--- src/rtl/tri_raster_pkg.sv ---
package tri_raster_pkg;
    localparam int NSLOT = 3;

    typedef enum logic [2:0] {
        SP_IDLE,
        SP_WALK,
        SP_SCAN,
        SP_EMIT,
        SP_DONE
    } span_st_e;

    typedef enum logic [1:0] {
        EW_IDLE,
        EW_RUN,
        EW_FIN
    } walk_st_e;
endpackage

--- src/rtl/tri_edge_walker.sv ---
module tri_edge_walker
    import tri_raster_pkg::*;
#(
    parameter int CRD_W = 8,
    parameter int RW    = 5
) (
    input  logic             clk,
    input  logic             rst_n,
    input  logic             go,
    input  logic [CRD_W-1:0] ax,
    input  logic [CRD_W-1:0] ay,
    input  logic [CRD_W-1:0] bx,
    input  logic [CRD_W-1:0] by,
    input  logic [CRD_W-1:0] y_base,
    output logic             wr_en,
    output logic [RW-1:0]    wr_row,
    output logic [CRD_W-1:0] wr_x,
    output logic             finished
);
    localparam int EW = CRD_W + 4;

    typedef struct packed {
        walk_st_e          st;
        logic [CRD_W-1:0]  x;
        logic [CRD_W-1:0]  y;
        logic [CRD_W-1:0]  ex;
        logic [CRD_W-1:0]  ey;
        logic [CRD_W-1:0]  ybase;
        logic signed [EW-1:0] err;
        logic signed [EW-1:0] dx;
        logic signed [EW-1:0] ndy;
        logic              xneg;
        logic              yneg;
    } wstate_t;

    wstate_t q, d;
    logic [CRD_W-1:0]     adx, ady;
    logic signed [EW-1:0] e2, err_n;

    function automatic logic signed [EW-1:0] widen(input logic [CRD_W-1:0] v);
        return $signed({{(EW-CRD_W){1'b0}}, v});
    endfunction

    always_comb begin
        d     = q;
        adx   = (ax >= bx) ? ax - bx : bx - ax;
        ady   = (ay >= by) ? ay - by : by - ay;
        e2    = q.err <<< 1;
        err_n = q.err;
        case (q.st)
            EW_IDLE, EW_FIN: begin
                if (go) begin
                    d.st    = EW_RUN;
                    d.x     = ax;
                    d.y     = ay;
                    d.ex    = bx;
                    d.ey    = by;
                    d.ybase = y_base;
                    d.dx    = widen(adx);
                    d.ndy   = -widen(ady);
                    d.err   = widen(adx) - widen(ady);
                    d.xneg  = (bx < ax);
                    d.yneg  = (by < ay);
                end
            end
            EW_RUN: begin
                if (q.x == q.ex && q.y == q.ey) begin
                    d.st = EW_FIN;
                end else begin
                    if (e2 >= q.ndy) begin
                        err_n = err_n + q.ndy;
                        d.x   = q.xneg ? q.x - 1'b1 : q.x + 1'b1;
                    end
                    if (e2 <= q.dx) begin
                        err_n = err_n + q.dx;
                        d.y   = q.yneg ? q.y - 1'b1 : q.y + 1'b1;
                    end
                    d.err = err_n;
                end
            end
            default: d.st = EW_IDLE;
        endcase
    end

    always_ff @(posedge clk or negedge rst_n) begin
        if (!rst_n) begin
            q <= '0;
        end else begin
            q <= d;
        end
    end

    assign wr_en    = (q.st == EW_RUN);
    assign wr_x     = q.x;
    assign wr_row   = RW'(q.y - q.ybase);
    assign finished = (q.st == EW_FIN);
endmodule

--- src/rtl/tri_span_table.sv ---
module tri_span_table
    import tri_raster_pkg::*;
#(
    parameter int CRD_W = 8,
    parameter int DEPTH = 32,
    parameter int RW    = 5
) (
    input  logic                         clk,
    input  logic                         rst_n,
    input  logic                         clr,
    input  logic [NSLOT-1:0]             wr_en,
    input  logic [NSLOT-1:0][RW-1:0]     wr_row,
    input  logic [NSLOT-1:0][CRD_W-1:0]  wr_x,
    input  logic [RW-1:0]                rd_row,
    output logic [NSLOT-1:0]             rd_v,
    output logic [NSLOT-1:0][CRD_W-1:0]  rd_x
);
    for (genvar g = 0; g < NSLOT; g++) begin : g_slot
        logic [DEPTH-1:0] v_q, v_d;
        logic [CRD_W-1:0] x_q [DEPTH];
        logic [CRD_W-1:0] x_d [DEPTH];

        always_comb begin
            v_d = clr ? '0 : v_q;
            x_d = x_q;
            if (wr_en[g]) begin
                v_d[wr_row[g]] = 1'b1;
                x_d[wr_row[g]] = wr_x[g];
            end
        end

        always_ff @(posedge clk or negedge rst_n) begin
            if (!rst_n) begin
                v_q <= '0;
            end else begin
                v_q <= v_d;
            end
        end

        always_ff @(posedge clk) begin
            x_q <= x_d;
        end

        assign rd_v[g] = v_q[rd_row];
        assign rd_x[g] = x_q[rd_row];
    end
endmodule

--- src/rtl/tri_span_raster.sv ---
module tri_span_raster
    import tri_raster_pkg::*;
#(
    parameter int CRD_W = 8,
    parameter int COL_W = 8,
    parameter int DEPTH = 32
) (
    input  logic             clk,
    input  logic             rst_n,
    input  logic             start,
    input  logic [CRD_W-1:0] v1_x,
    input  logic [CRD_W-1:0] v1_y,
    input  logic [CRD_W-1:0] v2_x,
    input  logic [CRD_W-1:0] v2_y,
    input  logic [CRD_W-1:0] v3_x,
    input  logic [CRD_W-1:0] v3_y,
    input  logic [COL_W-1:0] fill_col,
    output logic             busy,
    output logic             done,
    output logic             pix_valid,
    input  logic             pix_ready,
    output logic [CRD_W-1:0] pix_x,
    output logic [CRD_W-1:0] pix_y,
    output logic [COL_W-1:0] pix_col
);
    localparam int RW = (DEPTH > 1) ? $clog2(DEPTH) : 1;

    typedef struct packed {
        span_st_e         st;
        logic [RW-1:0]    row;
        logic [RW-1:0]    nrows;
        logic [CRD_W-1:0] ymin;
        logic [CRD_W-1:0] cur_x;
        logic [CRD_W-1:0] stop_x;
        logic [COL_W-1:0] col;
    } ctl_t;

    ctl_t q, d;

    logic                        accept;
    logic [CRD_W-1:0]            ymin_c, ymax_c;
    logic [NSLOT-1:0][CRD_W-1:0] ax, ay, bx, by;
    logic [NSLOT-1:0]            wr_en, fin, rd_v;
    logic [NSLOT-1:0][RW-1:0]    wr_row;
    logic [NSLOT-1:0][CRD_W-1:0] wr_x, rd_x;
    logic [CRD_W-1:0]            lo, hi;
    logic                        any_v;

    assign ax[0] = v1_x;  assign ay[0] = v1_y;  assign bx[0] = v2_x;  assign by[0] = v2_y;
    assign ax[1] = v2_x;  assign ay[1] = v2_y;  assign bx[1] = v3_x;  assign by[1] = v3_y;
    assign ax[2] = v3_x;  assign ay[2] = v3_y;  assign bx[2] = v1_x;  assign by[2] = v1_y;

    assign accept = start && (q.st == SP_IDLE);

    for (genvar g = 0; g < NSLOT; g++) begin : g_edge
        tri_edge_walker #(.CRD_W(CRD_W), .RW(RW)) u_walk (
            .clk      (clk),
            .rst_n    (rst_n),
            .go       (accept),
            .ax       (ax[g]),
            .ay       (ay[g]),
            .bx       (bx[g]),
            .by       (by[g]),
            .y_base   (ymin_c),
            .wr_en    (wr_en[g]),
            .wr_row   (wr_row[g]),
            .wr_x     (wr_x[g]),
            .finished (fin[g])
        );
    end

    tri_span_table #(.CRD_W(CRD_W), .DEPTH(DEPTH), .RW(RW)) u_table (
        .clk    (clk),
        .rst_n  (rst_n),
        .clr    (accept),
        .wr_en  (wr_en),
        .wr_row (wr_row),
        .wr_x   (wr_x),
        .rd_row (q.row),
        .rd_v   (rd_v),
        .rd_x   (rd_x)
    );

    // vertex extent and per-row run limits
    always_comb begin
        ymin_c = v1_y;
        ymax_c = v1_y;
        if (v2_y < ymin_c) ymin_c = v2_y;
        if (v3_y < ymin_c) ymin_c = v3_y;
        if (v2_y > ymax_c) ymax_c = v2_y;
        if (v3_y > ymax_c) ymax_c = v3_y;
        lo    = '1;
        hi    = '0;
        any_v = 1'b0;
        for (int s = 0; s < NSLOT; s++) begin
            if (rd_v[s]) begin
                any_v = 1'b1;
                if (rd_x[s] < lo) lo = rd_x[s];
                if (rd_x[s] > hi) hi = rd_x[s];
            end
        end
    end

    always_comb begin
        d = q;
        case (q.st)
            SP_IDLE: begin
                if (start) begin
                    d.st    = SP_WALK;
                    d.ymin  = ymin_c;
                    d.nrows = RW'(ymax_c - ymin_c);
                    d.col   = fill_col;
                    d.row   = '0;
                end
            end
            SP_WALK: begin
                if (&fin) d.st = SP_SCAN;
            end
            SP_SCAN: begin
                if (any_v) begin
                    d.cur_x  = lo;
                    d.stop_x = hi;
                    d.st     = SP_EMIT;
                end else if (q.row == q.nrows) begin
                    d.st = SP_DONE;
                end else begin
                    d.row = q.row + 1'b1;
                end
            end
            SP_EMIT: begin
                if (pix_ready) begin
                    if (q.cur_x != q.stop_x) begin
                        d.cur_x = q.cur_x + 1'b1;
                    end else if (q.row == q.nrows) begin
                        d.st = SP_DONE;
                    end else begin
                        d.row = q.row + 1'b1;
                        d.st  = SP_SCAN;
                    end
                end
            end
            SP_DONE: d.st = SP_IDLE;
            default: d.st = SP_IDLE;
        endcase
    end

    always_ff @(posedge clk or negedge rst_n) begin
        if (!rst_n) begin
            q <= '0;
        end else begin
            q <= d;
        end
    end

    assign busy      = (q.st != SP_IDLE);
    assign done      = (q.st == SP_DONE);
    assign pix_valid = (q.st == SP_EMIT);
    assign pix_x     = q.cur_x;
    assign pix_y     = q.ymin + CRD_W'(q.row);
    assign pix_col   = q.col;
endmodule

--- config.mk ---
export PLATFORM = sky130hd
export DESIGN_NAME = tri_span_raster
export DESIGN_NICKNAME = d
export VERILOG_FILES = /design/src/rtl/tri_raster_pkg.sv /design/src/rtl/tri_edge_walker.sv /design/src/rtl/tri_span_table.sv /design/src/rtl/tri_span_raster.sv
export SDC_FILE = /design/constraint.sdc
export NUM_CORES = 2
export LEC_CHECK = 0
export BUFFER_PORTS_ARGS = -buffer_cell sky130_fd_sc_hd__buf_2
export CAP_MARGIN = 20
export CORE_MARGIN = 3
export CORE_UTILIZATION = 55
export DETAILED_ROUTE_END_ITERATION = 8
export GPL_ROUTABILITY_DRIVEN = 0
export GPL_TIMING_DRIVEN = 0
export PLACE_DENSITY = 0.71
export SLEW_MARGIN = 20
export SYNTH_ARGS = -nofsm -noshare
export SYNTH_HDL_FRONTEND = slang
export SYNTH_SLANG_ARGS = --single-unit
--- constraint.sdc ---
create_clock -name clk -period 9.57 [get_ports clk]
set_clock_uncertainty 0.15 [all_clocks]
set_input_delay 1.914 -clock clk [delete_from_list [all_inputs] [get_ports clk]]
set_output_delay 1.914 -clock clk [all_outputs]
set_load 0.02 [all_outputs]
==> impl_metrics.xml <==
<?xml version="1.0" encoding="UTF-8"?>
<metrics>
  <group name="floorplan">
    <metric name="placement_rows" unit="">119</metric>
    <metric name="io-pin-count" unit="">87</metric>
    <metric name="initial_core_util" unit="%">55.6</metric>
    <metric name="core_area" unit="mm²">0.105</metric>
    <metric name="die_h" unit="µm">332</metric>
    <metric name="die_width" unit="µm">332</metric>
    <metric name="die_area" unit="mm²">0.110</metric>
  </group>
  <group name="finish">
    <metric name="layout-area-overhead-vs-synth" unit="%">10.9</metric>
    <metric name="final_area" unit="mm²">0.0649</metric>
    <metric name="post_layout_nonfiller_instances" unit="">6214</metric>
    <metric name="finish.net_count" unit="">5149</metric>
    <metric name="post_route_cells_drive_above_1_share" unit="%">14.3</metric>
  </group>
  <group name="timing">
    <metric name="timing.hold.ws" unit="ps">321</metric>
    <metric name="rsz0062_at_grt" unit="">no</metric>
    <metric name="setup_viol" unit="">0</metric>
    <metric name="report.final.hold_viol_count" unit="">0</metric>
    <metric name="timing.final.crit_share" unit="%">85.1</metric>
    <metric name="fin_crit" unit="ps">8140</metric>
    <metric name="fmax" unit="GHz">0.123</metric>
    <metric name="slew_worst_pin" unit="ps">1210</metric>
    <metric name="slew_violations" unit="">0</metric>
    <metric name="max-slew-margin-rel" unit="%">19.5</metric>
  </group>
  <group name="critical_path">
    <metric name="critPathKind" unit="">flip-flop to flip-flop</metric>
    <metric name="worst_ep_required_time" unit="ps">10040</metric>
    <metric name="worstPathArrival" unit="ps">8610</metric>
    <metric name="crit_fanout" unit="">10</metric>
    <metric name="regToRegSetupSlack" unit="ps">1430</metric>
    <metric name="endpoint_kind" unit="">flip-flop</metric>
    <metric name="startpoint_class_of_the_critical_path" unit="">flip-flop</metric>
  </group>
  <group name="detailed_routing">
    <metric name="drc" unit="">0</metric>
    <metric name="firstDrtPassIters" unit="">8</metric>
    <metric name="avgViaCountPerCell" unit="">6.36</metric>
    <metric name="routed_wire_length_per_instance" unit="µm">27.2</metric>
    <metric name="route.final.wire_length" unit="µm">169000</metric>
    <metric name="antenna_violating_nets_post_route" unit="">0</metric>
    <metric name="detailedRoute.firstIterationViolations" unit="">4258</metric>
    <metric name="dr_total_vias" unit="">39500</metric>
  </group>
  <group name="synthesis">
    <metric name="synth-edff-count" unit="">768</metric>
    <metric name="synth.most_common_cell" unit="">edfxtp_1</metric>
    <metric name="synthDominantCellAreaShare" unit="%">39.4</metric>
    <metric name="netlist-cell-type-count" unit="">97</metric>
    <metric name="yosys.area.top_type" unit="">edfxtp_1</metric>
    <metric name="post_synth_instance_area" unit="mm²">0.0586</metric>
    <metric name="synth.yosys.seq_area_share" unit="%">54.6</metric>
    <metric name="async_reset_ff_share" unit="%">31.7</metric>
    <metric name="yosys_warnings" unit="">0</metric>
    <metric name="syn_area_per_cell" unit="µm²">13.0</metric>
    <metric name="synth-main-ff-cell" unit="">edfxtp_1</metric>
    <metric name="synth_fp_nets" unit="">4942</metric>
    <metric name="synthCells" unit="">4515</metric>
    <metric name="synth.area.top_cells" unit="">edfxtp_1 39%, dfrtp_1 15%, mux4_2 8.3%, ha_1 7.2%, a21o_1 2.4%</metric>
    <metric name="synth_top_cells_by_count" unit="">768 x edfxtp_1, 357 x dfrtp_1, 335 x ha_1</metric>
    <metric name="yosys_register_bits" unit="">1125</metric>
  </group>
  <group name="clocking">
    <metric name="insertion_delay_to_the_later_sink_of_the_worst_skew_pair" unit="ps">720</metric>
    <metric name="cts_tree" unit="">yes</metric>
    <metric name="clk_pin_slew" unit="ps">70</metric>
    <metric name="cts-htree-levels" unit="">3</metric>
    <metric name="postCtsSetupBuffers" unit="">0</metric>
    <metric name="numCtsBuffers" unit="">113</metric>
    <metric name="cts.hold.buffers_added" unit="">0</metric>
    <metric name="max_root_sink_buffers" unit="">3</metric>
    <metric name="post_cts_resized" unit="">0</metric>
    <metric name="clock_tree.root_cell" unit="">clkbuf_16</metric>
    <metric name="cts_num_sinks" unit="">1125</metric>
  </group>
  <group name="power_and_ir_drop">
    <metric name="report.power.total" unit="mW">25.2</metric>
    <metric name="cellLeakagePower" unit="nW">25.9</metric>
    <metric name="p_switching" unit="mW">10.6</metric>
    <metric name="flop_pwr_share" unit="%">32.4</metric>
    <metric name="pwr-share-clk" unit="%">18.5</metric>
    <metric name="power.density_cell_area" unit="mW/mm²">389</metric>
    <metric name="comb_power_share" unit="%">49.1</metric>
    <metric name="intPower" unit="mW">14.7</metric>
    <metric name="vdd_drop_max" unit="mV">0.228</metric>
    <metric name="swShare" unit="%">41.8</metric>
  </group>
  <group name="placed_design">
    <metric name="placement.cell_area" unit="mm²">0.0609</metric>
    <metric name="io_buffer_count" unit="">86</metric>
    <metric name="dp.cells" unit="">5997</metric>
    <metric name="dp.final_hpwl" unit="µm">120000</metric>
  </group>
  <group name="job">
    <metric name="max-cap-violations" unit="">0</metric>
  </group>
  <group name="global_routing">
    <metric name="first_global_vias" unit="">39100</metric>
    <metric name="pin_count_of_the_biggest_net_entering_global_routing" unit="">87</metric>
    <metric name="antenna_violations_before_repair" unit="">4</metric>
    <metric name="grt_overflow" unit="">0</metric>
    <metric name="grt_first_pass_wirelength" unit="µm">252000</metric>
    <metric name="track_usage" unit="%">30.6</metric>
  </group>
  <group name="run_status">
    <metric name="status" unit="">finished, final reports clean</metric>
  </group>
  <group name="hold_path">
    <metric name="hp-class" unit="">flip-flop to flip-flop</metric>
  </group>
</metrics>
## cells by family (layout without fill, tap and decap cells)
family	Yosys count	count (layout)	share of synthesized area [%]
compound gates	1008	1008	11.3
simple gates	960	960	7.58
other cells	0	1	0
mux	390	390	11.6
flops	1125	1125	54.6
fa+ha+maj	367	367	8.25
xor+xnor	227	227	3.40
buf+inv	438	745	3.25
## path summary, 6_finish.rpt
| kind | startpoint | end | cells past startpoint |
|---|---|---|---|
| setup / recovery | q[41] | pix_x[4] | 23 |
| hold / removal | u_table.g_slot[2].v_q[29] | u_table.g_slot[2].v_q[29] | 1 |
| setup reg to reg | q[41] | pix_x[4] | 23 |
| hold reg to reg | u_table.g_slot[2].v_q[29] | u_table.g_slot[2].v_q[29] | 1 |
| max in group asynchronous | rst_n | g_edge[2].u_walk.wr_x[7] | 3 |
| min in group asynchronous | rst_n | g_edge[1].u_walk.q[11] | 1 |
## flip-flops by register name, summed over array words and instances (netlist names)
register / count
u_table.g_slot.x_q: 768
pix_col: 8
g_edge.u_walk.q: 159
g_edge.u_walk.wr_x: 24
pix_x: 8
u_table.g_slot.v_q: 96
q: 29
g_edge.u_walk.e2: 33
## layout make-up
type,count,area (µm²)
inverter,251,942
timing repair buffer,92,573
clock inverter,61,744
fill,8147,40500
tap,1391,1740
buffer,187,968
multi-input combinational,2952,24700
clock buffer,154,3220
sequential,1125,32000
antenna,1,2.50
## layout by cell type, fill, tap and decap left out, types with 185 or more instances in the layout
| cell | instances |
|---|---|
| a21o_1 | 185 |
| a21oi_1 | 201 |
| dfrtp_1 | 334 |
| edfxtp_1 | 768 |
| ha_1 | 335 |
| inv_1 | 248 |
| mux4_2 | 216 |
| nand2_1 | 326 |
| nor2_1 | 277 |
| o21ai_0 | 240 |
## power groups by stage
stage                     logic [mW]  registers (mW)  clock network (mW)
after floorplan                 8.87            7.70                   0
after global placement          11.8            8.17                   0
after detailed placement        12.1            8.24                   0
after CTS                       12.2            8.16                4.70
after global routing            13.5            8.32                4.90
final                           12.4            8.18                4.68
## worst max-delay path, cell delays in order, from the launching register on
cell and delay, ps:
dfrtp_1 430, buf_2 360, buf_1 760, buf_2 550
clkbuf_1 810, clkbuf_1 860, o21a_1 520, ha_1 330
a21o_1 160, a21o_1 170, a21o_1 180, and3b_1 290
a41oi_4 220, nand2_2 230, o22ai_1 150, ha_1 330
a21o_1 160, a21oi_1 130, nor2b_1 70, nor4_1 320
a41oi_2 90, nor2_1 440, a221oi_1 170, o21ai_1 120
## layer usage
metal	vias to the layer above	track usage (%)	share of wire, %
met5	-	0	0.015
met2	2017	47.9	46
met3	372	6.68	9.6
met1	19800	41.2	39
li1	17400	-	-
met4	4	14.4	5.2
## per-stage QoR
step           util (%)  worst slack [ps]  setup TNS, ps
2_1_floorplan         -              2900              0
3_3_place_gp       57.6             -1090        -367630
3_5_place_dp       57.8              1490              0
4_1_cts            61.5              1630              0
5_1_grt            61.6              1260              0
6_report           61.6              1430              0
Note: power is estimated with default switching activity, not from simulation.
